[config.mk]
export PLATFORM = sky130hd
export DESIGN_NAME = mbx_issue_seq
export DESIGN_NICKNAME = d
export VERILOG_FILES = /design/src/rtl/mbx_pkg.sv /design/src/rtl/mbx_chan_sel.sv /design/src/rtl/mbx_hdr_pack.sv /design/src/rtl/mbx_status_map.sv /design/src/rtl/mbx_issue_seq.sv
export SDC_FILE = /design/constraint.sdc
export NUM_CORES = 1
export LEC_CHECK = 0
export BUFFER_PORTS_ARGS = -buffer_cell sky130_fd_sc_hd__buf_4
export CAP_MARGIN = 25
export CORE_MARGIN = 2
export CORE_UTILIZATION = 45
export DETAILED_ROUTE_END_ITERATION = 6
export PLACE_DENSITY = 0.79
export SYNTH_ARGS = -nofsm -noshare
export SYNTH_HDL_FRONTEND = slang
export SYNTH_SLANG_ARGS = --single-unit
[constraint.sdc]
create_clock -name clk -period 3.36 [get_ports clk]
set_input_delay 0.672 -clock clk [delete_from_list [all_inputs] [get_ports clk]]
set_output_delay 0.672 -clock clk [all_outputs]
set_load 0.05 [all_outputs]
[src/rtl/mbx_pkg.sv]
package mbx_pkg;
  typedef enum logic [2:0] {
    ST_IDLE,
    ST_PAYLOAD,
    ST_RING,
    ST_WAIT,
    ST_READ,
    ST_CLEAR,
    ST_DONE
  } seq_state_e;

  localparam logic [3:0] STAT_TIMEOUT = 4'd7;
  localparam logic [3:0] STAT_DEVICE  = 4'd11;
endpackage

[src/rtl/mbx_chan_sel.sv]
module mbx_chan_sel (
  input  logic [7:0] cmd,
  output logic       urgent
);
  always_comb begin
    unique case (cmd)
      8'h05, 8'h06, 8'h07, 8'h0E, 8'h0F,
      8'h11, 8'h12, 8'h14, 8'h15, 8'h16,
      8'h18, 8'h19, 8'h1C, 8'h1D, 8'h1E: urgent = 1'b1;
      default:                           urgent = 1'b0;
    endcase
  end
endmodule

[src/rtl/mbx_hdr_pack.sv]
module mbx_hdr_pack (
  input  logic [7:0]  cmd,
  input  logic [7:0]  sender,
  input  logic [8:0]  size,
  output logic [31:0] hdr
);
  assign hdr = {3'b000, size, 4'b0000, sender, cmd};
endmodule

[src/rtl/mbx_status_map.sv]
module mbx_status_map
  import mbx_pkg::*;
(
  input  logic [31:0] raw,
  output logic [3:0]  code
);
  always_comb begin
    if (raw >= 32'd12) code = STAT_DEVICE;
    else               code = raw[3:0];
  end


  always_comb begin
    code_range_chk: assert (code <= STAT_DEVICE);
  end
endmodule

[src/rtl/mbx_issue_seq.sv]
module mbx_issue_seq
  import mbx_pkg::*;
#(
  parameter int ADDR_W    = 8,
  parameter int MAX_WORDS = 4,
  parameter int CH_STRIDE = 64,
  parameter int RX_OFF    = 16,
  parameter int SET_OFF   = 32,
  parameter int CLR_OFF   = 33,
  parameter int TMO_W     = 16
) (
  input  logic                    clk,
  input  logic                    rst_n,
  input  logic                    req_valid,
  output logic                    req_ready,
  input  logic [7:0]              req_cmd,
  input  logic [7:0]              req_sender,
  input  logic [8:0]              req_size,
  input  logic [MAX_WORDS*32-1:0] req_payload,
  input  logic [TMO_W-1:0]        timeout_cycles,
  input  logic [1:0]              reply_irq,
  output logic                    bus_wr,
  output logic                    bus_rd,
  output logic [ADDR_W-1:0]       bus_addr,
  output logic [31:0]             bus_wdata,
  input  logic [31:0]             bus_rdata,
  output logic                    busy,
  output logic                    done,
  output logic [3:0]              done_status,
  output logic [31:0]             done_word
);
  localparam int WIDX_W = $clog2(MAX_WORDS + 1);
  localparam int PAY_W  = MAX_WORDS * 32;
  localparam logic [ADDR_W-1:0] A_STRIDE = ADDR_W'(CH_STRIDE);
  localparam logic [ADDR_W-1:0] A_RX     = ADDR_W'(RX_OFF);
  localparam logic [ADDR_W-1:0] A_SET    = ADDR_W'(SET_OFF);
  localparam logic [ADDR_W-1:0] A_CLR    = ADDR_W'(CLR_OFF);

  seq_state_e          state_q, state_d;
  logic                chan_q, chan_d;
  logic [31:0]         hdr_q, hdr_d;
  logic [PAY_W-1:0]    pay_q, pay_d;
  logic [WIDX_W-1:0]   nw_q, nw_d;
  logic [WIDX_W-1:0]   widx_q, widx_d;
  logic [1:0]          rph_q, rph_d;
  logic [TMO_W-1:0]    cnt_q, cnt_d;
  logic [3:0]          stat_q, stat_d;
  logic [31:0]         word_q, word_d;

  logic                sel_urgent;
  logic [31:0]         hdr_new;
  logic [3:0]          mapped;
  logic [9:0]          words_raw;
  logic [WIDX_W-1:0]   words_new;
  logic [ADDR_W-1:0]   base;

  mbx_chan_sel u_sel (.cmd(req_cmd), .urgent(sel_urgent));
  mbx_hdr_pack u_hdr (.cmd(req_cmd), .sender(req_sender), .size(req_size), .hdr(hdr_new));
  mbx_status_map u_map (.raw(bus_rdata), .code(mapped));

  assign words_raw = ({1'b0, req_size} + 10'd3) >> 2;
  assign words_new = (words_raw > 10'(MAX_WORDS)) ? WIDX_W'(MAX_WORDS) : WIDX_W'(words_raw);
  assign base      = chan_q ? A_STRIDE : '0;

  always_comb begin
    state_d   = state_q;
    chan_d    = chan_q;
    hdr_d     = hdr_q;
    pay_d     = pay_q;
    nw_d      = nw_q;
    widx_d    = widx_q;
    rph_d     = rph_q;
    cnt_d     = cnt_q;
    stat_d    = stat_q;
    word_d    = word_q;
    req_ready = 1'b0;
    bus_wr    = 1'b0;
    bus_rd    = 1'b0;
    bus_addr  = '0;
    bus_wdata = '0;
    done      = 1'b0;
    unique case (state_q)
      ST_IDLE: begin
        req_ready = 1'b1;
        if (req_valid) begin
          chan_d  = sel_urgent;
          hdr_d   = hdr_new;
          pay_d   = req_payload;
          nw_d    = words_new;
          widx_d  = '0;
          state_d = (words_new == '0) ? ST_RING : ST_PAYLOAD;
        end
      end
      ST_PAYLOAD: begin
        bus_wr    = 1'b1;
        bus_addr  = base + ADDR_W'(widx_q);
        bus_wdata = pay_q[int'(widx_q)*32 +: 32];
        widx_d    = widx_q + 1'b1;
        if (widx_q == nw_q - 1'b1) state_d = ST_RING;
      end
      ST_RING: begin
        bus_wr    = 1'b1;
        bus_addr  = base + A_SET;
        bus_wdata = hdr_q;
        cnt_d     = '0;
        state_d   = ST_WAIT;
      end
      ST_WAIT: begin
        if (reply_irq[chan_q]) begin
          rph_d   = 2'd0;
          state_d = ST_READ;
        end else if (timeout_cycles != '0 && cnt_q == timeout_cycles - 1'b1) begin
          stat_d  = STAT_TIMEOUT;
          word_d  = '0;
          state_d = ST_DONE;
        end else begin
          cnt_d = cnt_q + 1'b1;
        end
      end
      ST_READ: begin
        unique case (rph_q)
          2'd0: begin
            bus_rd   = 1'b1;
            bus_addr = base + A_RX;
            rph_d    = 2'd1;
          end
          2'd1: begin
            bus_rd   = 1'b1;
            bus_addr = base + A_RX + 1'b1;
            stat_d   = mapped;
            rph_d    = 2'd2;
          end
          default: begin
            word_d  = bus_rdata;
            state_d = ST_CLEAR;
          end
        endcase
      end
      ST_CLEAR: begin
        bus_wr    = 1'b1;
        bus_addr  = base + A_CLR;
        bus_wdata = '1;
        state_d   = ST_DONE;
      end
      ST_DONE: begin
        done    = 1'b1;
        state_d = ST_IDLE;
      end
      default: state_d = ST_IDLE;
    endcase
  end

  always_ff @(posedge clk or negedge rst_n) begin
    if (!rst_n) begin
      state_q <= ST_IDLE;
      chan_q  <= 1'b0;
      hdr_q   <= '0;
      pay_q   <= '0;
      nw_q    <= '0;
      widx_q  <= '0;
      rph_q   <= '0;
      cnt_q   <= '0;
      stat_q  <= '0;
      word_q  <= '0;
    end else begin
      state_q <= state_d;
      chan_q  <= chan_d;
      hdr_q   <= hdr_d;
      pay_q   <= pay_d;
      nw_q    <= nw_d;
      widx_q  <= widx_d;
      rph_q   <= rph_d;
      cnt_q   <= cnt_d;
      stat_q  <= stat_d;
      word_q  <= word_d;
    end
  end

  assign busy        = (state_q != ST_IDLE);
  assign done_status = stat_q;
  assign done_word   = word_q;


  bus_excl_chk: assert property (@(posedge clk) disable iff (!rst_n) !(bus_wr && bus_rd));

  done_pulse_chk: assert property (@(posedge clk) disable iff (!rst_n) done |=> !done);

  accept_busy_chk: assert property (@(posedge clk) disable iff (!rst_n)
    (req_valid && req_ready) |=> (busy && bus_wr));

  ring_first_chk: assert property (@(posedge clk) disable iff (!rst_n)
    (state_q == ST_WAIT && $past(state_q) != ST_WAIT) |-> $past(bus_wr));

  wait_limit_chk: assert property (@(posedge clk) disable iff (!rst_n)
    (state_q == ST_WAIT && timeout_cycles != '0) |-> (cnt_q < timeout_cycles));

  read_after_irq_chk: assert property (@(posedge clk) disable iff (!rst_n)
    (state_q == ST_WAIT && reply_irq[chan_q]) |=> bus_rd);
endmodule

# Yosys cells after proc, flatten, opt, wreduce, memory -nomap -nowiden
# Memories as Yosys holds them, arrays and structs flattened.
# Cells that the tools add are included.
# word_totals
elab_cells	100
out_inout_bits	81
ram_bits	0
rom_bits	32
memories	1
latchBits	0
ff_bits	217
in_bits	206
# classes
muxes	37
eq_ne	19
bitwise	0
mul	0
div	0
n_reduce_logical	19
n_lt_le_gt_ge	3
addsub	10
shifts	1
# mem_list
memory	depth	word_bits	rd	rd_ports_with_merged_regs	wr	line_no	source
(no name shown)	32	1	1	0	0	mbx_chan_sel.sv:6	unique case (cmd)
# ops
cell	n
128-bit by 9-bit indexed part select with 32-bit output	1
32-bit two-way mux	3
32-bit one-hot mux with 3 select lines	1
32-bit one-hot mux with 2 select lines	1
32-bit by 4-bit greater-or-equal comparator with 1-bit output, second input constant	1
16-bit two-way mux	2
16-bit one-hot mux with 2 select lines	1
8-bit one-hot mux with 4 select lines	1
3-bit two-way mux	7
3-bit one-hot mux with 6 select lines	1
16-bit by 1-bit adder with 16-bit output, second input constant	1
7-bit by 6-bit adder with 8-bit output, second input constant	2
16-bit equality test	1
4-bit two-way mux	4
2-bit inequality test, second input constant	8
8-bit one-hot mux with 2 select lines	1
16-bit nonzero test	1
16-bit by 1-bit subtractor with 16-bit output, second input constant	1
4-bit AND reduction	3
9-bit by 2-bit adder with 10-bit output, second input constant	1
3-bit equality test, second input constant	3
3-bit zero test	3
7-bit by 3-bit adder with 8-bit output	1
7-bit by 5-bit adder with 8-bit output, second input constant	1
24 further kinds	39

# Longest topological paths before layout
# logic_depth
ltp_word	7
mapped_depth	12
ltp_nobuf	10

# By module
# From an unflattened synthesis, not the netlist that was laid out.
# hier_totals
hier_cells	1198
hier_area_um2	11106.9
# modules_own_cells
mod	instances	cells_per_inst	seq_area_each_um2	area_each_um2
mbx_issue_seq	1	1138	5605.4	10651.5
mbx_hdr_pack	1	33	0.0	244.0
mbx_status_map	1	16	0.0	111.4
mbx_chan_sel	1	11	0.0	100.1

# Worst setup path after synthesis
# Ideal clock, no wire load.
# synth_timing
path_type	reg-to-output
from	register state_q[2]
to	output bus_addr[0]
path_slack_ns	-0.364
required_ns	2.688
arrival_ns	3.052
stages_incl_launch_ff	6
path_buffers	1
path_cell_list	dfrtp_1 inv_1 clkbuf_1 nor4_1 nand2_1 nand2_1
# synth_between
elab_chain_cells	2
elab_cells_between_ends	5
classes_between	eq/ne (4); mux (1)
# synth_lines
item	line_no	source
start, declared	mbx_issue_seq.sv:39	seq_state_e state_q, state_d;
start signal, assigned	mbx_issue_seq.sv:166	state_q <= state_d;
3-bit equality test, or another cell as far along	mbx_issue_seq.sv:82	unique case (state_q)
8-bit one-hot mux with 4 select lines *	mbx_issue_seq.sv:82	
end, declared	mbx_issue_seq.sv:24	output logic [ADDR_W-1:0] bus_addr,
# Mark *: on every way between the ends. The rest lies on a longest branch, timed or not.

# Worst setup path in the final report
# layout_timing
from	register state_q[1]
to	output bus_wdata[7]
# layout_between
elab_chain_cells	2
elab_cells_between_ends	4
classes_between	eq/ne (3); mux (1)
# layout_lines
item	line_no	source
3-bit equality test, or another cell as far along	mbx_issue_seq.sv:82	
32-bit one-hot mux with 3 select lines *	mbx_issue_seq.sv:82	
end, declared	mbx_issue_seq.sv:25	output logic [31:0] bus_wdata,
# Marks and branches as above.

==> results list <==
- Per-cell routed wire length: 17.5 um
* Final core utilization: 61.6%
* Most instantiated flip-flop cell in the synthesis netlist: dfrtp_1
- Via count of the first global-routing pass: 9252
- At the placement stage, the worst setup path has a slack of 155 ps.
* Internal power: 8.09 mW
* DIE WIDTH: 157 um
* EDFF count, synth: 0
* Yosys top cell by area: dfrtp_1
- Excluding fillers, the count of instances in the completed layout stands at 1759.
- Area fraction of the dominant cell type after synthesis: 51.7%
* Clock latency reported for the late side of the worst-skew pair: 510 ps
* Fin crit share: 95.5%
* Largest fanout on the critical path: 17
- By area the synthesized netlist is led by dfrtp_1 (52%), nand2_1 (20%), mux4_2 (6.9%), a221o_1 (2.6%), o21ai_0 (2.5%).
- Die area: 24600 um2
- Buffers placed on the I/O ports in this run total 284.
* Aggregate global routing overflow: 0
* Worst endpoint data arrival time: 2540 ps
- In this run the worst hold path is classified as input pin to async pin.
* Post-layout power: 14.1 mW
- In this run, the number of DRC markers left after iteration 0 of detailed routing was 662.
* Hold_buf cts: 0
* Count of mapped cells out of synthesis: 1166
* Root cell of the clock tree: clkbuf_16
- Sequential-to-total area share from yosys stat: 51.7%
* Async S/R FF share, synth: 100%
* Placed Cells: 1714
- Maximum single-stage delay on the critical path: 590 ps
- The worst setup path is captured at a primary output.
- Worst hold margin: 190 ps
* Maximum clock rate: 0.311 GHz
- Endpoint required time on the critical path: 2690 ps
- Number of storage elements in the synthesis netlist: 217
- I/O pin count: 287
- Clock-pin slew of the registers on the worst-case setup and hold paths: 60 ps
* First-pass GRT wire length: 48300 um
- Setup violations remaining at the end of the flow were counted as 0.
* DRC violation count after routing: 0
- The number of antenna diodes in the final layout is 0.
* Startpoint types: register
* Reg power frac: 32.3%
* Worst clock skew: 8.11 ps
- Number of sinks on the clock net: 217
* HPWL after detailed placement: 21800 um
* Combined area of the multi-input logic cells: 4780 um2
- Mapped Area: 10500 um2
* Vias: 9436
* Layout cells sized above 1: 28.0%
- Row count: 55
* Portion of total power attributed to combinational logic: 46.5%
- Pwr dens: 1010 nW/um2
* Number of nets in the layout: 1644
- Largest delay contributor family on the critical path: simple AND/OR/NAND/NOR gates
* Setup ws final: 150 ps
- Starting utilization of the core area: 46.1%
* Relative max-transition margin: 39.6%
- Number of buffers added by the clock tree synthesis step: 24
- Total core area: 22800 um2
- The placed instances occupy a cell area of 13100 um2.
- Vias per inst: 5.36
- A synthesized cell averages 9.01 um2.
- GRT Total Usage: 24.8%
- The synthesized netlist contains 55 unique library cells.
- Total non-filler cell area in the finished layout: 14000 um2
- Peak VDD IR: 0.601 mV
- Fillers: 1848
- TritonCTS built the clock tree.
- The critical path goes through nor2_1 > nand2_1 > nor2_4 > buf_4 > a221o_1 > buf_4.
- Post-layout minimum cycle time: 3210 ps
- Gp weighted congestion: 0.854
* Worst Max-Slew Pin Slew: 905 ps
* Synth warn: 0
- Per report_power, the clock group accounts for 21.2% of the total.
- In the synthesized netlist, the cells that appear most often are nand2_1 (549), dfrtp_1 (217), clkbuf_1 (63), o21ai_0 (53), mux4_2 (32).
- Cell with the most instances after synthesis: nand2_1
- Switching portion of total power: 42.7%
- WL final: 30700 um
- The largest individual stage delay along the critical path comes from the cell dfrtp_1.
- The first TritonRoute pass finished after 5 iterations.
- Post-detailed-route count of antenna-violating nets: 0
- Maximum buffer depth of the clock tree: 3
- Net switching power: 6.03 mW
- Total Neg Setup Slack: 0 ps
- The worst setup path is of the register to primary output kind.
- The total count of max-transition violations in the final report came to 0.
* Run status: completed
- The final hold violation count is 0.
* Floorplan die height: 157 um
- The initial antenna violation count is 0.
- Relative to the synthesized area, the layout overhead comes to 33.5%.
- Summed over all cells, the static leakage comes to 7.10 nW.
- Maximum number of pins on one net before global-route repair: 95
- Together, buffers and inverters on the worst path number 2.
* CTS H-tree lvls: 1
* Cell repeated most along the worst path: buf_4
* Area of all sequential standard cells: 5430 um2
- For flop-to-flop paths, the worst setup slack is 880 ps.
- Setup repair after global routing left no endpoint under its margin.
- Max-cap check violation count: 0
-- area by class of cell --
cell class / count / share of cell area, %
well taps: 313 / 2.79
inverters: 12 / 0.348
clock buffers: 31 / 4.84
clock inverters: 10 / 1.61
flip-flops and latches: 217 / 38.8
multi-input cells: 864 / 34.1
repair buffers: 312 / 17.6
-- kinds of logic (layout without fill, tap and decap cells) --
family	Yosys count	count (layout)	share of synthesized area [%]
adder cells (fa/ha/maj)	7	7	0.834
buffers and inverters	86	365	3.32
multiplexers	36	36	7.26
XOR/XNOR	26	26	2.17
AO/OA/AOI/OAI	132	132	8.52
other	1	2	0.0357
flip-flops	217	217	51.7
AND/OR/NAND/NOR	661	661	26.2
-- routing by layer --
layer  vias up  wire length (um)  GRT usage [%]
met1      4547             12800           33.4
met5         -                 0              0
met4         0               765           6.38
li1       4434                 -              -
met2       400             14400           40.5
met3        55              2750           5.98
-- power groups by stage --
| stage | clock network, mW | logic, mW | registers, mW |
|---|---|---|---|
| after floorplan | 0 | 3.99 | 4.93 |
| after global placement | 0 | 6.41 | 4.51 |
| after detailed placement | 0 | 6.54 | 4.57 |
| after CTS | 3.04 | 6.58 | 4.54 |
| after global routing | 3.15 | 7.07 | 4.69 |
| final | 2.99 | 6.57 | 4.56 |
-- registers in the layout, indices dropped and copies added, names as in the netlist --
| name | cells |
|---|---|
| chan_q | 1 |
| rph_q | 2 |
| state_q | 3 |
| pay_q | 128 |
| cnt_q | 16 |
| done_word | 32 |
| hdr_q | 25 |
| widx_q | 3 |
| done_status | 4 |
| nw_q | 3 |
-- cell usage in the layout (no fill, tap or decap), drive strengths merged, types with 3 or more instances in the layout --
cell type / n
nand2: 550
buf: 312
dfrtp: 217
o21ai: 53
mux4: 32
clkbuf: 31
a221o: 27
nor2: 22
nor4: 17
a21oi: 16
nand3: 14
xor2: 13
xnor2: 13
inv: 11
and3: 10
nand4: 10
or4: 9
a21o: 8
o211ai: 7
ha: 7
bufinv: 7
or3: 6
o22ai: 5
nor3: 5
and2: 4
nor2b: 4
o31ai: 4
mux2i: 3
a31oi: 3
clkinv: 3
nor3b: 3
-- timing repair --
item	in CTS	in global routing
endpoints found under the setup margin	1	27
gates resized for setup	1	3
setup buffers	0	4
-- worst paths after layout --
path	to	cells after the start	start
min in group clk	pay_q[123]$_DFFE_PN0P_	3	req_payload[123]
worst min-delay path	cnt_q[7]$_DFFE_PN0P_	1	rst_n
worst max-delay path	bus_wdata[7]	6	state_q[1]$_DFFE_PN0P_
worst min register to register	pay_q[118]$_DFFE_PN0P_	2	pay_q[118]$_DFFE_PN0P_
max in group asynchronous	pay_q[59]$_DFFE_PN0P_	2	rst_n
worst max register to register	cnt_q[3]$_DFFE_PN0P_	9	cnt_q[11]$_DFFE_PN0P_
Power figures use the tool's default switching activity.
